`config.mk`:
```
export PLATFORM = sky130hd
export DESIGN_NAME = dual_dac_front
export DESIGN_NICKNAME = d
export VERILOG_FILES = /design/src/rtl/dual_dac_front.sv
export SDC_FILE = /design/constraint.sdc
export NUM_CORES = 1
export LEC_CHECK = 0
export ABC_AREA = 1
export ABC_CLOCK_PERIOD_IN_PS = 1000
export BUFFER_PORTS_ARGS = -buffer_cell sky130_fd_sc_hd__buf_2
export CORE_MARGIN = 4
export CORE_UTILIZATION = 53
export DETAILED_ROUTE_END_ITERATION = 10
export PLACE_DENSITY_LB_ADDON = 0.25
export REMOVE_ABC_BUFFERS = 1
export SKIP_CTS_REPAIR_TIMING = 1
export SYNTH_ARGS = -nofsm -noshare
export SYNTH_HDL_FRONTEND = slang
export SYNTH_SLANG_ARGS = --single-unit
```
`constraint.sdc`:
```
create_clock -name clk -period 1 [get_ports clk]
set_input_delay 0.15 -clock clk [delete_from_list [all_inputs] [get_ports clk]]
set_output_delay 0.15 -clock clk [all_outputs]
set_load 0.02 [all_outputs]
```
`src/rtl/dual_dac_front.sv`:
```
module dual_dac_front #(
  parameter int CODE_W     = 12,
  parameter bit LIVE_SHIFT = 1'b1
) (
  input  logic              clk,
  input  logic              rst_n,
  input  logic              sclk,
  input  logic              sdi,
  input  logic              cs_n,
  input  logic              load_n,
  output logic [CODE_W-1:0] dac_a,
  output logic [CODE_W-1:0] dac_b
);
  localparam int FRAME_W = CODE_W + 2;

  logic [FRAME_W-1:0] sr;
  logic               sclk_q;
  logic               shift_gate;

  generate
    if (LIVE_SHIFT) begin : g_live
      assign shift_gate = 1'b1;
    end else begin : g_frozen
      assign shift_gate = load_n;
    end
  endgenerate

  wire sclk_rise = sclk & ~sclk_q;
  wire shift_en  = sclk_rise & ~cs_n & shift_gate;

  wire              adr_hi = sr[FRAME_W-1];
  wire              adr_lo = sr[FRAME_W-2];
  wire [CODE_W-1:0] code   = sr[CODE_W-1:0];

  wire load_a = ~load_n & (~adr_hi | ~adr_lo);
  wire load_b = ~load_n & (~adr_hi |  adr_lo);

  always_ff @(posedge clk or negedge rst_n) begin
    if (!rst_n) begin
      sclk_q <= 1'b0;
      sr     <= '0;
    end else begin
      sclk_q <= sclk;
      if (shift_en) sr <= {sr[FRAME_W-2:0], sdi};
    end
  end

  always_ff @(posedge clk or negedge rst_n) begin
    if (!rst_n) begin
      dac_a <= '0;
      dac_b <= '0;
    end else begin
      if (load_a) dac_a <= code;
      if (load_b) dac_b <= code;
    end
  end
endmodule

```
Word-level counts from Yosys, hierarchy flattened
Cells that the tools add are included.

operators by class
  bitwise logic cells = 11

operators by type and width
  cell           number
  $not A1 Y1     5
  $and A1 B1 Y1  4
  $or A1 B1 Y1   2

storage, ports and cells
  input bits = 6
  register bits = 39

Depth between registers and ports, before layout
Gate-level depths: netlist of run 1.

  depth in word-level cells = 3
  mapped depth = 6
  gate-level depth less buffers = 5

Worst setup path after synthesis of run 1
Ideal clock, no wire load.

  path kind = register -> register
  start = register sr[13]
  end = register dac_a[10]
  stages on the path, launching flop included = 6
  path slack = 65 ps
  buffers on the path = 1
  period minus slack after synthesis = 935 ps
  arrival time = 818 ps
  path through = dfrtp_1 nand2_1 nand2_1 buf_4 nand2_1 nand2_1

between the ends
  word-level cells in the longest chain between the ends = 3

RTL lines
  item                    RTL line  text
  start, declared         16        logic [FRAME_W-1:0] sr;
  start signal, assigned  44        if (shift_en) sr <= {sr[FRAME_W-2:0], sdi};
  $not A1 Y1              35        wire load_a = ~load_n & (~adr_hi | ~adr_lo);
  $or A1 B1 Y1            35
  $and A1 B1 Y1           35
  end signal, assigned    53        if (load_a) dac_a <= code;
  end, declared           11        output logic [CODE_W-1:0] dac_a,

Every way passes these cells.
A chain may end at the register's enable or synchronous reset.

Final worst setup path of run 1
  start = register dac_a[0]
  end = output port dac_a[0]

No word-level cell between the ends.

==> key figures, run 1 <==
Pwr
  – Combinational Power Share: 26.5%
  – Int Pwr: 2757 µW
  – P_sw: 1247 µW
  – Seq pwr share: 50.7%
  – Max rail drop VDD: 1313 µV
  – Tot Pwr: 4004 µW
  – P_leak: 0.001225 µW
  – Clock network power share: 22.8%
  – Power Density: 1834 nW/µm²
  – Switching fraction of total power: 31.15%

Synth
  – Yosys cell types: 11
  – Area share of the largest cell type after synthesis: 61.81%
  – Post-synthesis sequential area ratio: 61.81%
  – Main synth FF type: dfrtp_1
  – Ranking of synthesized cells by area: dfrtp_1 (62%), nand2_1 (19%), nand3_1 (7.6%)
  – Syn Inst Count: 172
  – Yosys warning count: 0
  – Yosys top cell by area: dfrtp_1
  – #FFs+latches synth: 39
  – Synthesized cell area: 1579 µm²
  – Post-synth EDFFs: 0
  – Most frequent cell after synthesis: nand2_1
  – Post-Syn Area per Cell: 9.180 µm²
  – Synth cell count leaders: nand2_1 (79), dfrtp_1 (39), nand3_1 (24)
  – Async S/R FF share, synth: 100.0%

Setup path
  – Worst path bufs/invs: 1
  – Crit-path max FO: 2
  – Crit path DAT: 910 ps
  – Cells along the critical path: buf_6
  – Slowest stage delay, CP: 420 ps
  – Reg-to-reg startpoint: sr[12]$_DFFE_PN0P_
  – FF-to-FF path depth: 6
  – Reg2reg end: dac_b[3]$_DFFE_PN0P_
  – Crit path launch type: flop
  – CP endpoint kind: primary output
  – R2r setup slk: 50 ps
  – WP data required: 850 ps
  – Critical path's slowest cell: dfrtp_1
  – Crit Path Class: reg2out
  – Crit-path leading delay family: flip-flops

Routing
  – Via Count: 1464
  – Final WL: 4109 µm
  – Vias per inst: 5.674
  – Drt wl/cell: 15.93 µm
  – Iter 0 DRT Violations: 65
  – Post-DRT Antenna Nets: 0
  – Detailed Routing Iterations Pass 1: 4
  – DRC Markers: 0

Clock tree
  – CTS tree: built
  – Clock sink count: 39
  – Clk buf depth: 2
  – Inserted Clock Buffers: 5
  – Worst-skew pair later-pin latency: 350 ps
  – Root buffer selected by CTS: clkbuf_4
  – # H-tree levels: 2
  – Clk slew on worst S/H paths: 110 ps

Die
  – Die area: 3916 µm²
  – FP Rows: 19
  – Die H: 62.58 µm
  – Total core area: 2805 µm²
  – IO Pins: 30
  – Die Span X: 62.58 µm
  – Starting density of the core: 56.29%

Worst hold path
  – WHS Path Cells: 3
  – Hold Crit Class: in2reg
  – Hold endpoint: sr[0]$_DFFE_PN0P_
  – HP Start: sdi

STA
  – Max frequency: 939.7 MHz
  – Setup total negative slack: -1064 ps
  – RSZ-0062 raised after global routing: true
  – Relative max-transition margin: 73.80%
  – Worst Hold Slack: 46.96 ps
  – Worst Max-Slew Pin Slew: 393.0 ps
  – Final Hold Viols: 0
  – Post-layout min period: 1064 ps
  – Setup ws final: -64.13 ps
  – Final slew viol count: 0
  – Endpoints failing setup: 24
  – Fin crit share: 106.4%
  – Max Clock Skew: 4.886 ps

Placed design
  – Cell area after placement: 1790 µm²
  – Final GP Congestion: 0.7920
  – Port Buffers: 29
  – Post-DP HPWL: 2573 µm

Global routing
  – Total track usage: 20.78%
  – Pin count of the biggest net entering global routing: 26
  – Number of global-route vias before repair: 1333
  – First-pass GRT wire length: 6279 µm
  – Gr ovfl total: 0
  – Initial antenna violation count: 0

Final layout
  – Synth-to-Final Area Change: 38.27%
  – Antenna diodes: 0
  – Nets@finish: 232
  – Filler cell count: 174
  – Flip-flop and latch area: 975.9 µm²
  – Fin util: 77.83%
  – Share of cells above drive strength 1: 33.48%
  – Post-route cell area: 2183 µm²
  – Area of the multi-input gates: 565.5 µm²

Outcome
  – Status: finished, violations left
  – Failing checks: setup timing

Run
  – # Max-Cap Violations: 0
## kinds of logic after synthesis
family        Yosys count  synth area share (%)
simple gates          119                 32.96
flops                  39                 61.81
buf+inv                14                 5.229
## state kept, by name, indices dropped and copies added (netlist names)
register,flops
dac_a,12
dac_b,12
sclk_q,1
sr,14
## per-stage QoR
stage | worst slack [ps] | instances
6_report | -64.13 | 258
5_1_grt | -110.2 | 258
4_1_cts | -78.33 | 241
3_5_place_dp | -37.90 | 233
3_3_place_gp | 31.61 | 233
2_1_floorplan | -132.3 | 162
## power by group through the flow
| stage | Sequential, µW | Combinational [µW] | Clock, µW |
|---|---|---|---|
| after floorplan | 2170 | 235 | 0 |
| after global placement | 2000 | 711 | 0 |
| after detailed placement | 2010 | 740 | 0 |
| after CTS | 1990 | 741 | 920 |
| after global routing | 2060 | 1150 | 1000 |
| final | 2030 | 1060 | 911 |
## worst max path at each step
stage	startpoint	to	slack, ps	cells after the start
after floorplan	sr[13]$_DFFE_PN0P_	dac_a[0]$_DFFE_PN0P_	-130	4
after global placement	sr[13]$_DFFE_PN0P_	dac_a[0]$_DFFE_PN0P_	30	4
after detailed placement	sr[13]$_DFFE_PN0P_	dac_a[0]$_DFFE_PN0P_	-40	4
after CTS	dac_a[0]$_DFFE_PN0P_	dac_a[0]	-80	1
after global routing	dac_a[0]$_DFFE_PN0P_	dac_a[0]	-110	1
final	dac_a[0]$_DFFE_PN0P_	dac_a[0]	-60	1
## metal layers
metal  share of wire [%]  global-route usage, %
met1                  38                  24.58
met2                  53                  34.22
met3                 7.2                  7.554
met4                 1.8                  8.540
met5                   0                      0
## cell usage in the layout, fill, tap and decap left out
cell / Yosys / routed
buf_12: 0 / 1
buf_2: 6 / 7
buf_4: 2 / 20
buf_6: 2 / 27
clkbuf_1: 0 / 1
clkbuf_4: 0 / 5
clkbuf_8: 0 / 2
dfrtp_1: 39 / 39
dlygate4sd3_1: 0 / 1
inv_1: 3 / 2
inv_2: 1 / 2
nand2_1: 79 / 70
nand2_2: 1 / 9
nand2_4: 0 / 1
nand3_1: 24 / 24
nand3_2: 1 / 1
nand3_4: 0 / 1
nand4_1: 14 / 14
## cell type report
| type | instances | area share, % |
|---|---|---|
| Tap cell | 31 | 1.777 |
| Clock buffer | 8 | 3.152 |
| Inverter | 4 | 0.6877 |
| Timing Repair Buffer | 56 | 23.78 |
| Sequential cell | 39 | 44.70 |
| Multi-Input combinational cell | 120 | 25.90 |
(Power assumes the default switching activity.)
==> run 2, diff against run 1 <==
--- a/config.mk
+++ b/config.mk
@@ -8,8 +8,10 @@
 export ABC_AREA = 1
 export ABC_CLOCK_PERIOD_IN_PS = 1000
 export BUFFER_PORTS_ARGS = -buffer_cell sky130_fd_sc_hd__buf_2
+export CELL_PAD_IN_SITES_DETAIL_PLACEMENT = 0
+export CELL_PAD_IN_SITES_GLOBAL_PLACEMENT = 2
 export CORE_MARGIN = 4
-export CORE_UTILIZATION = 53
+export CORE_UTILIZATION = 32
 export DETAILED_ROUTE_END_ITERATION = 10
 export PLACE_DENSITY_LB_ADDON = 0.25
 export REMOVE_ABC_BUFFERS = 1
==> run 2 against run 1 <==
Net effect:
- the run now ends clean
- largest cell class unchanged
- hold slack better by 65 ps
- fmax is 7.7% higher
- wire length up 4.0%
- critical path type is now reg2reg
- critical endpoint is now dac_b[3]$_DFFE_PN0P_
==> key figures, run 2 (synthesis gave the netlist of run 1 again) <==
Setup path
  – Critical path's slowest cell: dfrtp_1
  – Crit-path leading delay family: flip-flops
  – Crit path DAT: 1170 ps (+260 ps)
  – Reg-to-reg startpoint: sr[12]$_DFFE_PN0P_
  – R2r setup slk: 10 ps (-40 ps)
  – Crit Path Class: reg2reg
  – CP endpoint kind: flop
  – Reg2reg end: dac_b[3]$_DFFE_PN0P_
  – Cells along the critical path: inv_2 > nand2_4 > clkbuf_16 > nand3_1 > nand2_1
  – Slowest stage delay, CP: 420 ps (about the same)
  – FF-to-FF path depth: 5 (-1)
  – Crit-path max FO: 6 (+4)
  – Worst path bufs/invs: 2 (+1)
  – WP data required: 1190 ps (+340 ps)
  – Crit path launch type: flop

Routing
  – Iter 0 DRT Violations: 93 (+43%)
  – Drt wl/cell: 14.63 µm (-8.1%)
  – Via Count: 1376 (-6.0%)
  – DRC Markers: 0 (unchanged)
  – Final WL: 4273 µm (+4.0%)
  – Vias per inst: 4.712 (-17%)
  – Post-DRT Antenna Nets: 0 (unchanged)
  – Detailed Routing Iterations Pass 1: 4 (unchanged)

Global routing
  – Pin count of the biggest net entering global routing: 40 (+54%)
  – Met2 Track Usage GR: 23.12% (-11 points)
  – Met1 Use GR: 17.58% (-7.0 points)
  – Top Usage Layer GRT: met2
  – Initial antenna violation count: 0 (unchanged)
  – First-pass GRT wire length: 6582 µm (+4.8%)
  – Number of global-route vias before repair: 1321 (-0.90%)
  – Total track usage: 14.07% (-6.7 points)
  – Gr ovfl total: 0 (unchanged)
  – M3 GR Usage: 3.670% (-3.9 points)

Worst hold path
  – Hold endpoint: sr[0]$_DFFE_PN0P_
  – HP Start: sdi
  – Hold Crit Class: in2reg
  – WHS Path Cells: 3 (unchanged)

STA
  – Final Hold Viols: 0 (unchanged)
  – RSZ-0062 raised after global routing: true
  – Max frequency: 1012 MHz (+7.7%)
  – Fin crit share: 98.78% (-7.6 points)
  – Setup total negative slack: 0 ps (+1064 ps)
  – Endpoints failing setup: 0 (-100%)
  – Post-layout min period: 987.8 ps (-76.33 ps)
  – Worst Max-Slew Pin Slew: 247.0 ps (-146.0 ps)
  – Relative max-transition margin: 83.51% (+9.7 points)
  – Max Clock Skew: 4.065 ps (-0.8207 ps)
  – Final slew viol count: 0 (unchanged)

Final layout
  – Antenna diodes: 0 (unchanged)
  – Synth-to-Final Area Change: 42.47%
  – Final cell count without fillers: 292 (+13%)
  – Max FFs per register: 14 (unchanged)
  – Leading cell type in the layout, fill and taps excluded: nand2_1
  – Filler cell count: 475 (+170%)
  – Top Registers: sr x14, dac_a x12, dac_b x12
  – Biggest register: sr
  – Nets@finish: 230 (-0.86%)
  – Share of cells above drive strength 1: 31.11% (-2.4 points)
  – Most frequent cells in the layout: nand2_1 (76), dfrtp_1 (39), nand3_1 (23), buf_6 (21), buf_4 (20)

Pwr
  – Tot Pwr: 4203 µW (+4.9%)
  – Power Density: 1868 nW/µm² (+1.9%)
  – Max rail drop VDD: 859.6 µV (-35%)
  – P_leak: 0.001234 µW (+0.68%)

Clock tree
  – Root buffer selected by CTS: clkbuf_8
  – Worst-skew pair later-pin latency: 290 ps (-60 ps)
  – Inserted Clock Buffers: 5 (unchanged)
  – # H-tree levels: 2 (unchanged)
  – Clk buf depth: 2 (unchanged)
  – Clk slew on worst S/H paths: 80 ps (-30 ps)
  – CTS tree: built
  – Clock sink count: 39 (unchanged)

Die
  – Starting density of the core: 33.21% (-23 points)
  – Total core area: 4755 µm² (+69%)
  – Die area: 6122 µm² (+56%)
  – Die H: 78.25 µm (+25%)
  – IO Pins: 30 (unchanged)
  – Die Span X: 78.25 µm (+25%)
  – FP Rows: 25 (+6)

Outcome
  – Status: complete, no violations

Placed design
  – Placed Cells: 268 (+15%)
  – Final GP Congestion: 0.7426 (-6.2%)
  – Port Buffers: 29 (unchanged)
  – Post-DP HPWL: 2618 µm (+1.7%)

Run
  – # Max-Cap Violations: 0 (unchanged)
==> run 2: worst max path at each step <==
stage | from | endpoint | cells after the start
after floorplan | sr[13]$_DFFE_PN0P_ | dac_a[0]$_DFFE_PN0P_ | 4
after global placement | sr[13]$_DFFE_PN0P_ | dac_a[1]$_DFFE_PN0P_ | 4
after detailed placement | sr[13]$_DFFE_PN0P_ | dac_a[0]$_DFFE_PN0P_ | 4
after CTS | sr[13]$_DFFE_PN0P_ | dac_a[1]$_DFFE_PN0P_ | 4
after global routing | sr[12]$_DFFE_PN0P_ | dac_b[3]$_DFFE_PN0P_ | 5
final | sr[12]$_DFFE_PN0P_ | dac_b[3]$_DFFE_PN0P_ | 5
==> run 2: report_power, final <==
group          switching [µW]  internal (µW)
logic                     513            484
clock network             558            630
registers                 206           1810
==> run 2: cell type report <==
cell class | count | area (µm²) | share of cell area [%]
repair buffers | 54 | 501.7 | 22.30
inverters | 4 | 15.01 | 0.6674
well taps | 67 | 83.83 | 3.726
flip-flops and latches | 39 | 975.9 | 43.38
multi-input cells | 120 | 573.1 | 25.47
clock buffers | 8 | 100.1 | 4.449
==> run 2: worst register-to-register path, stage by stage, from the launching register on <==
cell	delay, ps
dfrtp_1	420
inv_2	80
nand2_4	80
clkbuf_16	170
nand3_1	70
nand2_1	60
==> run 2: per-layer routing <==
layer	vias up	routed length, µm
met3	9	192
met5	-	0
met1	662	1879
met2	37	2122
met4	0	79
li1	668	-
==> run 2: per-stage QoR <==
step | util (%) | setup slack, ps | cell area [µm²] | hold slack (ps)
5_1_grt | 47.32 | -14.19 | 2250 | 133.5
4_1_cts | 40.82 | -56.74 | 1941 | -177.4
3_3_place_gp | 38.71 | -1.286 | 1841 | 133.0
2_1_floorplan | - | -132.3 | 1511 | -145.6
3_5_place_dp | 38.71 | -40.71 | 1841 | 136.5
6_report | 47.32 | 12.19 | 2250 | 112.1
